===== src/rtl/rt_idx_pkg.sv =====
package rt_idx_pkg;
  typedef enum logic [3:0] {
    ST_IDLE, ST_RD0, ST_RD1, ST_RD2, ST_RD3, ST_CHK, ST_XFER, ST_WB0, ST_WB1
  } idx_state_e;

  localparam int CTL_ACC_BIT  = 8;
  localparam int CTL_LIM_BIT  = 9;
  localparam int CTL_ILL_BIT  = 15;
  localparam int CUR_SLOT_LSB = 8;

  localparam logic [1:0] OFF_CTL = 2'd0;
  localparam logic [1:0] OFF_DB  = 2'd1;
  localparam logic [1:0] OFF_SB  = 2'd2;
  localparam logic [1:0] OFF_CUR = 2'd3;
endpackage


===== src/rtl/rt_idx_next.sv =====
module rt_idx_next #(
  parameter int IDX_W = 7
) (
  input  logic [IDX_W-1:0] idx_i,
  input  logic [IDX_W-1:0] slot_i,
  input  logic [IDX_W-1:0] lim_i,
  input  logic             ok_i,
  output logic [IDX_W-1:0] idx_n_o,
  output logic [IDX_W-1:0] slot_n_o,
  output logic             wrap_o
);
  logic [IDX_W:0] lim_eff, inc;

  always_comb begin
    // zero limit field selects the full counter range
    lim_eff  = (lim_i == '0) ? {1'b1, {IDX_W{1'b0}}} : {1'b0, lim_i};
    inc      = {1'b0, idx_i} + 1'b1;
    wrap_o   = (inc == lim_eff);
    idx_n_o  = wrap_o ? '0 : inc[IDX_W-1:0];
    slot_n_o = wrap_o ? '0 : (ok_i ? slot_i + 1'b1 : slot_i);
  end
endmodule


===== src/rtl/rt_idx_addr.sv =====
module rt_idx_addr #(
  parameter int              ADDR_W    = 16,
  parameter int              SA_W      = 5,
  parameter int              WC_W      = 5,
  parameter int              IDX_W     = 7,
  parameter logic [ADDR_W-1:0] DESC_BASE = 16'h0400
) (
  input  logic              tx_i,
  input  logic [SA_W-1:0]   sa_i,
  input  logic [1:0]        off_i,
  input  logic [ADDR_W-1:0] dbase_i,
  input  logic [ADDR_W-1:0] sbase_i,
  input  logic [IDX_W-1:0]  slot_i,
  input  logic [IDX_W-1:0]  idx_i,
  input  logic [WC_W-1:0]   wcnt_i,
  output logic [ADDR_W-1:0] desc_addr_o,
  output logic [ADDR_W-1:0] data_addr_o,
  output logic [ADDR_W-1:0] stat_addr_o
);
  always_comb begin
    desc_addr_o = DESC_BASE + ADDR_W'({tx_i, sa_i, off_i});
    data_addr_o = dbase_i + ADDR_W'({slot_i, wcnt_i});
    stat_addr_o = sbase_i + ADDR_W'(idx_i);
  end
endmodule


===== src/rtl/rt_msg_index.sv =====
module rt_msg_index
  import rt_idx_pkg::*;
#(
  parameter int                ADDR_W    = 16,
  parameter int                DATA_W    = 16,
  parameter int                SA_W      = 5,
  parameter int                WC_W      = 5,
  parameter int                TTAG_W    = 10,
  parameter int                IDX_W     = 7,
  parameter logic [ADDR_W-1:0] DESC_BASE = 16'h0400
) (
  input  logic              clk_i,
  input  logic              rst_ni,
  input  logic              cmd_vld_i,
  input  logic [SA_W-1:0]   cmd_sa_i,
  input  logic              cmd_tx_i,
  input  logic [WC_W-1:0]   cmd_wc_i,
  input  logic              word_stb_i,
  input  logic [DATA_W-1:0] word_i,
  input  logic              msg_end_i,
  input  logic              msg_ok_i,
  input  logic [TTAG_W-1:0] ttag_i,
  output logic              ready_o,
  output logic              illegal_o,
  output logic              irq_o,
  output logic [1:0]        irq_cause_o,
  output logic [DATA_W-1:0] tx_word_o,
  output logic              tx_vld_o,
  output logic [ADDR_W-1:0] mem_addr_o,
  output logic              mem_we_o,
  output logic              mem_re_o,
  output logic [DATA_W-1:0] mem_wdata_o,
  input  logic [DATA_W-1:0] mem_rdata_i
);
  localparam int STAT_W = 1 + WC_W + TTAG_W;

  idx_state_e        state_q, state_d;
  logic              tx_q;
  logic [SA_W-1:0]   sa_q;
  logic [WC_W-1:0]   wc_q, wcnt_q;
  logic [IDX_W-1:0]  lim_q, idx_q, slot_q;
  logic              acc_en_q, lim_en_q, ill_q;
  logic [ADDR_W-1:0] dbase_q, sbase_q;
  logic              ok_q;
  logic [TTAG_W-1:0] ttag_q;
  logic              tx_vld_q;

  logic [1:0]        off;
  logic [ADDR_W-1:0] desc_addr, data_addr, stat_addr;
  logic [IDX_W-1:0]  idx_n, slot_n;
  logic              wrap;
  logic [DATA_W-1:0] cur_n;
  logic              xfer_word;

  rt_idx_addr #(
    .ADDR_W(ADDR_W), .SA_W(SA_W), .WC_W(WC_W), .IDX_W(IDX_W), .DESC_BASE(DESC_BASE)
  ) u_addr (
    .tx_i(tx_q), .sa_i(sa_q), .off_i(off), .dbase_i(dbase_q), .sbase_i(sbase_q),
    .slot_i(slot_q), .idx_i(idx_q), .wcnt_i(wcnt_q),
    .desc_addr_o(desc_addr), .data_addr_o(data_addr), .stat_addr_o(stat_addr)
  );

  rt_idx_next #(.IDX_W(IDX_W)) u_next (
    .idx_i(idx_q), .slot_i(slot_q), .lim_i(lim_q), .ok_i(ok_q),
    .idx_n_o(idx_n), .slot_n_o(slot_n), .wrap_o(wrap)
  );

  assign xfer_word = (state_q == ST_XFER) && word_stb_i && !msg_end_i;

  always_comb begin
    state_d = state_q;
    unique case (state_q)
      ST_IDLE: if (cmd_vld_i) state_d = ST_RD0;
      ST_RD0:  state_d = ST_RD1;
      ST_RD1:  state_d = ST_RD2;
      ST_RD2:  state_d = ST_RD3;
      ST_RD3:  state_d = ST_CHK;
      ST_CHK:  state_d = ill_q ? ST_IDLE : ST_XFER;
      ST_XFER: if (msg_end_i) state_d = ST_WB0;
      ST_WB0:  state_d = ST_WB1;
      ST_WB1:  state_d = ST_IDLE;
      default: state_d = ST_IDLE;
    endcase
  end

  always_comb begin
    cur_n = '0;
    cur_n[IDX_W-1:0]              = idx_n;
    cur_n[CUR_SLOT_LSB +: IDX_W]  = slot_n;
  end

  always_comb begin
    off         = OFF_CTL;
    mem_addr_o  = desc_addr;
    mem_we_o    = 1'b0;
    mem_re_o    = 1'b0;
    mem_wdata_o = '0;
    unique case (state_q)
      ST_RD0: begin off = OFF_CTL; mem_re_o = 1'b1; end
      ST_RD1: begin off = OFF_DB;  mem_re_o = 1'b1; end
      ST_RD2: begin off = OFF_SB;  mem_re_o = 1'b1; end
      ST_RD3: begin off = OFF_CUR; mem_re_o = 1'b1; end
      ST_XFER: if (xfer_word) begin
        mem_addr_o  = data_addr;
        mem_we_o    = !tx_q;
        mem_re_o    = tx_q;
        mem_wdata_o = word_i;
      end
      ST_WB0: begin
        mem_addr_o  = stat_addr;
        mem_we_o    = 1'b1;
        mem_wdata_o = DATA_W'({ok_q, wc_q, ttag_q});
      end
      ST_WB1: begin
        off         = OFF_CUR;
        mem_we_o    = 1'b1;
        mem_wdata_o = cur_n;
      end
      default: ;
    endcase
  end

  always_ff @(posedge clk_i or negedge rst_ni) begin
    if (!rst_ni) begin
      state_q  <= ST_IDLE;
      tx_q     <= 1'b0;
      sa_q     <= '0;
      wc_q     <= '0;
      wcnt_q   <= '0;
      lim_q    <= '0;
      acc_en_q <= 1'b0;
      lim_en_q <= 1'b0;
      ill_q    <= 1'b0;
      dbase_q  <= '0;
      sbase_q  <= '0;
      idx_q    <= '0;
      slot_q   <= '0;
      ok_q     <= 1'b0;
      ttag_q   <= '0;
      tx_vld_q <= 1'b0;
    end else begin
      state_q  <= state_d;
      tx_vld_q <= xfer_word && tx_q;
      unique case (state_q)
        ST_IDLE: if (cmd_vld_i) begin
          sa_q <= cmd_sa_i;
          tx_q <= cmd_tx_i;
          wc_q <= cmd_wc_i;
        end
        ST_RD1: begin
          lim_q    <= mem_rdata_i[IDX_W-1:0];
          acc_en_q <= mem_rdata_i[CTL_ACC_BIT];
          lim_en_q <= mem_rdata_i[CTL_LIM_BIT];
          ill_q    <= mem_rdata_i[CTL_ILL_BIT];
        end
        ST_RD2: dbase_q <= mem_rdata_i;
        ST_RD3: sbase_q <= mem_rdata_i;
        ST_CHK: begin
          idx_q  <= mem_rdata_i[IDX_W-1:0];
          slot_q <= mem_rdata_i[CUR_SLOT_LSB +: IDX_W];
          wcnt_q <= '0;
        end
        ST_XFER: begin
          if (msg_end_i) begin
            ok_q   <= msg_ok_i;
            ttag_q <= ttag_i;
          end else if (word_stb_i) begin
            wcnt_q <= wcnt_q + 1'b1;
          end
        end
        default: ;
      endcase
    end
  end

  assign ready_o     = (state_q == ST_XFER);
  assign illegal_o   = (state_q == ST_CHK) && ill_q;
  assign irq_cause_o = (state_q == ST_WB1) ? {lim_en_q && wrap, acc_en_q} : 2'b00;
  assign irq_o       = |irq_cause_o;
  assign tx_vld_o    = tx_vld_q;
  assign tx_word_o   = mem_rdata_i;

  initial if (STAT_W > DATA_W) $error("status entry wider than data word");

  AST_READY_AFTER_DESC: assert property (@(posedge clk_i) disable iff (!rst_ni)
    $rose(ready_o) |-> $past(mem_re_o, 2)) else $error("ready without descriptor read");
  AST_ILLEGAL_NO_WRITE: assert property (@(posedge clk_i) disable iff (!rst_ni)
    illegal_o |=> (!mem_we_o && !ready_o)) else $error("illegal command buffered");
  AST_TX_VLD_AFTER_READ: assert property (@(posedge clk_i) disable iff (!rst_ni)
    tx_vld_o |-> $past(mem_re_o && ready_o)) else $error("tx word without read");
  AST_STATUS_AFTER_END: assert property (@(posedge clk_i) disable iff (!rst_ni)
    (ready_o && msg_end_i) |=> (mem_we_o && !mem_re_o)) else $error("no status write");
  AST_IRQ_ONE_PULSE: assert property (@(posedge clk_i) disable iff (!rst_ni)
    irq_o |=> !irq_o) else $error("irq longer than one cycle");
endmodule


===== config.mk =====
export PLATFORM = sky130hd
export DESIGN_NAME = rt_msg_index
export DESIGN_NICKNAME = d
export VERILOG_FILES = /design/src/rtl/rt_idx_pkg.sv /design/src/rtl/rt_idx_next.sv /design/src/rtl/rt_idx_addr.sv /design/src/rtl/rt_msg_index.sv
export SDC_FILE = /design/constraint.sdc
export NUM_CORES = 1
export LEC_CHECK = 0
export BUFFER_PORTS_ARGS = -buffer_cell sky130_fd_sc_hd__buf_2
export CAP_MARGIN = 20
export CORE_UTILIZATION = 50
export DETAILED_ROUTE_END_ITERATION = 12
export PLACE_DENSITY_LB_ADDON = 0.1
export SYNTH_ARGS = -nofsm -noshare
export SYNTH_HDL_FRONTEND = slang
export SYNTH_HIERARCHICAL = 1
export SYNTH_SLANG_ARGS = --single-unit
export TNS_END_PERCENT = 5

===== constraint.sdc =====
create_clock -name clk_i -period 4.3 [get_ports clk_i]
set_clock_uncertainty 0.05 [all_clocks]
set_input_delay 0.86 -clock clk_i [delete_from_list [all_inputs] [get_ports clk_i]]
set_output_delay 0.86 -clock clk_i [all_outputs]
set_load 0.005 [all_outputs]

# ---- Yosys cells after proc, flatten, opt, wreduce, memory -nomap -nowiden
# Index checks and enable logic that the tools add are counted.
# Widths: inputs -> output; s select.
dict set report totals {
  reg_bits 88
  input_bits 59
  elab_cells 74
}
dict set report classes {
  n_addsub 6
  n_eq_ne 13
  muxes 21
  n_reduce_logical 18
}
# op count
set ops {}
lappend ops {{$pmux 16 s3} 1}
lappend ops {{$mux 16} 2}
lappend ops {{$pmux 16 s2} 1}
lappend ops {{$pmux 4 s8} 1}
lappend ops {{$mux 7} 3}
lappend ops {{$add 16x12->16} 1}
lappend ops {{$add 16x7->16} 1}
lappend ops {{$eq 4x3->1 const B} 4}
lappend ops {{$add 11x8->12 const A} 1}
lappend ops {{$mux 5} 2}
lappend ops {{$pmux 5 s2} 1}
lappend ops {{$add 7x1->8 const B} 1}
lappend ops {{$eq 4x2->1 const B} 2}
lappend ops {{$eq 8x8->1} 1}
lappend ops {{$mux 4} 2}
lappend ops {{$mux 8} 1}
lappend ops {{$ne 2x2->1 const B} 4}
lappend ops {{$add 7x1->7 const B} 1}
lappend ops {{$logic_not 7->1} 1}
lappend ops {{$pmux 2 s3} 1}
lappend ops {{$reduce_and 2->1} 3}
lappend ops {{$reduce_or 2->1} 3}
lappend ops {{$add 5x1->5 const B} 1}
lappend ops {{$logic_and 1x1->1} 5}
lappend ops {{other kinds (11)} 14}

# ---- Depth between registers and ports, before layout
dict set report depth {
  word_depth 6
  depth_mapped 10
  ltp_nobuf 9
}

# ---- Hierarchy
# The synthesis kept the hierarchy.
# module n_inst cells_per_inst area_per_inst_um2 seq_area_each_um2
set modules_own_cells {}
lappend modules_own_cells {rt_msg_index 1 373 4309.1 2202.1}
lappend modules_own_cells {rt_idx_addr 1 153 1179.9 0.0}
lappend modules_own_cells {rt_idx_next 1 72 555.5 0.0}

# ---- Worst setup path after synthesis
# OpenSTA, ideal clock, no wires.
dict set report synth_timing {
  path_type {register to output}
  start {register wcnt_q[0]}
  end {output mem_addr_o[10]}
  t_arrival_ns 2.497
  required_time_ns 3.390
  slack_ns 0.893
  stages_incl_launch_ff 10
  cell_sequence {dfrtp_1 > ha_1 > fa_1 > a211oi_1 > o21bai_1 > a2111oi_2 > o31ai_1 > xor2_1 > and3_1 > a221o_1}
}
dict set report synth_between {
  elab_chain_len 3
}
# element line_no
set synth_lines {}
lappend synth_lines {{from (decl)} rt_msg_index.sv:40} ;# logic [WC_W-1:0] wc_q, wcnt_q;
lappend synth_lines {{from (signal assigned)} rt_msg_index.sv:168} ;# wcnt_q <= wcnt_q + 1'b1;
lappend synth_lines {{$add 16x12->16} rt_idx_addr.sv:22} ;# data_addr_o = dbase_i + ADDR_W'({slot_i, wcnt_i});
lappend synth_lines {{via data_addr[10]} rt_msg_index.sv:49} ;# logic [ADDR_W-1:0] desc_addr, data_addr, stat_addr;
lappend synth_lines {{$mux 16} rt_msg_index.sv:103} ;# ST_XFER: if (xfer_word) begin
lappend synth_lines {{$pmux 16 s2} rt_msg_index.sv:98} ;# unique case (state_q)
lappend synth_lines {{to (decl)} rt_msg_index.sv:29} ;# output logic [ADDR_W-1:0] mem_addr_o,
# The timed path passes the listed nets, and every way through them passes these cells.

# ---- Worst setup path in the final report
# Same ends and word-level chain as after synthesis.

==> results.toml <==
[finish]
layoutNonFillerInstCount = 820
n_antenna_cell = 0
drive_gt1_share_pct = 29.2
final.fill_count = 1064
area_delta_synth_final_pct = 11.8
nNetsFinal = 755

[outcome]
outcome = "finished, violations left"
violations = "DRC"

[global_route]
grt_use_total_pct = 26.1
grt_start_max_net_pins = 65
grt_pass1_wl_um = 25300
grt_pass1_vias = 4722
grt_antenna_before_repair = 0
overflow = 0

[clocking]
cts_tree = "built"
clock_path_buffers = 2
cts_inserted_buffers = 9
clk_pin_slew_ps = 60
root_buffer = "clkbuf_16"
cts_resized = 0
clk-insertion-delay-late_ps = 350
postCtsHoldBufs = 0
h-tree-depth = 3
cts_sinks = 88
cts_setup_buffers = 0

[synthesis]
syn_inst = 598
synthFlopType = "dfrtp_1"
async_reset_ff_share_pct = 100
ys_warn_count = 6
syn_area_per_cell_um2 = 10.1
yosys.area.top_type_share_pct = 36.4
synth-seq-cells = 88
synth_area_um2 = 6040
synth_top_cell_by_area = "dfrtp_1"
synth_area_leaders = "dfrtp_1 (36%), mux2_1 (5.6%), nand2_1 (4.7%), mux2_2 (4.7%), ha_1 (4.6%)"
synth_edf_count = 0
seq_area_frac_synth_pct = 36.4
synth_cell_types = 65

[timing]
max_slew.worst_pin.slew_ps = 972
max_freq_mhz = 243
post-route-min-period_ps = 4120
rsz0062_at_grt = "false"
hold_viol = 0
drv_slew = 0
setup_viol = 0
maxSlewHeadroom_pct = 35.2
min_period_over_period_pct = 95.7
setup_tns_ps = 0

[route]
vias_per_cell = 5.81
wl_um = 15500
vias = 4762
wire_per_inst_um = 18.9
dr.pass1.iters = 8
drt_iter0_markers = 253
antenna_left = 0
route.detailed.drc = 2

[worst_setup_path]
crit_fanout = 5
crit_buf_inv = 1
rrSetupSlack_ps = 1630
reg2reg_depth = 3
critical-path-top-delay-family = "compound AO/OA/AOI/OAI gates"
crit_required_ps = 3390
cp-start-kind = "flop"
crit_path_top_delay_cell = "a2111oi_2"
worst_path_largest_cell_delay_ps = 450
reg2reg_to = "ttag_q[7]"
crit_chain = "ha_1 > fa_1 > a211oi_1 > o21bai_1 > a2111oi_2 > o31ai_1 > xor2_1 > and3_1 > a221o_1 > buf_2"
reg2reg_from = "state_q[1]"
crit_arrival_ps = 3210
critPathKind = "reg2out"
setup.worst_path.end_class = "output port"

[floorplan]
fp.dieW_um = 112
die_y_um = 112
start_util_pct = 52.0
core-area_um2 = 11600
io_pins = 115
die_area_um2 = 12500
rows = 39

[placed_design]
port_buffers = 114
dpl.cell_count = 804
gp_congestion = 0.856
hpwl_um = 11500

[power_and_ir_drop]
ir_worst_vdd_mv = 0.505
leakage_nw = 3.33
powerDensity_nw_per_um2 = 811

[min_path]
holdCritStartpoint = "ttag_q[1]"
whs_endpoint = "ttag_q[1]"
hold_path.class = "reg2reg"
min_path_cells = 1

[flow_run]
max_cap_violations = 0
-- how the worst max path moves through the flow --
stage | slack, ps | startpoint | cells past startpoint | to
3_3_place_gp | 580 | wcnt_q[0] | 10 | mem_addr_o[10]
3_5_place_dp | 570 | wcnt_q[0] | 10 | mem_addr_o[10]
6_report | 180 | wcnt_q[0] | 10 | mem_addr_o[10]
5_1_grt | 30 | wcnt_q[0] | 10 | mem_addr_o[10]
2_1_floorplan | 890 | wcnt_q[0] | 9 | mem_addr_o[10]
4_1_cts | 180 | wcnt_q[0] | 10 | mem_addr_o[10]
-- registers in the layout, indices dropped and copies added (netlist names) --
| signal | count |
|---|---|
| ttag_q | 10 |
| ok_q | 1 |
| dbase_q | 16 |
| idx_q | 7 |
| sa_q | 5 |
| lim_q | 7 |
| acc_en_q | 1 |
| sbase_q | 16 |
| ill_q | 1 |
| state_q | 4 |
| wc_q | 5 |
| lim_en_q | 1 |
| tx_vld_o | 1 |
| tx_q | 1 |
| wcnt_q | 5 |
| slot_q | 7 |
-- kinds of logic after synthesis --
kind of cell / synth area share, %
buf+inv: 7.95
simple gates: 17.8
xor+xnor: 7.47
other cells: 0.124
mux: 13.3
flops: 36.4
compound gates: 11.7
fa+ha+maj: 5.22
-- where the power goes --
group / leakage [nW] / switching [mW] / internal, mW
Clock: 0.151 / 0.341 / 0.527
Combinational: 2.12 / 1.51 / 1.39
Sequential: 1.06 / 0.476 / 1.24
Total: 3.33 / 2.33 / 3.15
-- through the flow --
step | area, µm² | total power, mW | utilization, % | setup slack [ps] | hold WS (ps)
6_report | 6760 | 5.48 | 58.2 | 183 | 448
5_1_grt | 6760 | 5.89 | 58.2 | 31.5 | 464
4_1_cts | 6760 | 5.50 | 58.2 | 180 | 452
3_5_place_dp | 6430 | 4.60 | 55.3 | 568 | 437
3_3_place_gp | 6430 | 4.54 | 55.3 | 581 | 424
2_1_floorplan | 6070 | 3.87 | - | 893 | 399
-- cells in the mapped netlist (all sizes together), types with 6 or more instances --
cell type  instances
a21o               7
a21oi             18
a221o             17
a22oi             14
and3              27
buf               61
dfrtp             88
ha                22
mux2              64
nand2             76
nand3             27
nor2              32
nor3               9
o21ai              6
xnor2             22
xor2              24
-- per-layer routing --
| metal | track usage [%] | up-vias | routed length, µm |
|---|---|---|---|
| li1 | - | 2260 | - |
| met1 | 37.7 | 2367 | 7340 |
| met2 | 40.7 | 126 | 7240 |
| met3 | 3.32 | 9 | 780 |
| met4 | 8.71 | 0 | 146 |
| met5 | 0 | - | 0 |
-- final cells by class --
cell class	instances	area (µm²)	area share [%]
Clock buffer	10	239	3.54
Clock inverter	6	91.3	1.35
Inverter	3	11.3	0.167
Multi-Input combinational cell	447	3390	50.2
Sequential cell	88	2200	32.6
Tap cell	143	179	2.65
Timing Repair Buffer	123	641	9.48
-- cells in the final DEF, fill, tap and decap left out, types with 3 or more instances in the layout --
| cell type | synthesis | layout |
|---|---|---|
| clkbuf_16 | 0 | 9 |
| ha_1 | 22 | 22 |
| nor2_1 | 23 | 23 |
| a21o_1 | 6 | 6 |
| mux2i_1 | 5 | 5 |
| nor3_1 | 8 | 8 |
| o21ai_0 | 6 | 6 |
| xnor2_1 | 22 | 22 |
| mux2_1 | 30 | 30 |
| nor2_2 | 9 | 9 |
| mux2_4 | 9 | 9 |
| nand2_1 | 76 | 76 |
| and2_1 | 5 | 5 |
| nor3b_1 | 5 | 5 |
| buf_2 | 15 | 113 |
| a31oi_1 | 3 | 3 |
| inv_1 | 3 | 3 |
| dfrtp_1 | 88 | 88 |
| nor2b_1 | 5 | 4 |
| xor2_1 | 24 | 24 |
| clkinvlp_4 | 0 | 3 |
| a22oi_1 | 14 | 14 |
| conb_1 | 2 | 8 |
| mux2_2 | 25 | 25 |
| and3_1 | 27 | 27 |
| buf_4 | 36 | 10 |
| nand4_1 | 5 | 5 |
| a221o_1 | 17 | 17 |
| a21oi_1 | 16 | 16 |
| nand3_1 | 27 | 27 |
No activity file was read; power rests on OpenSTA's default activity.
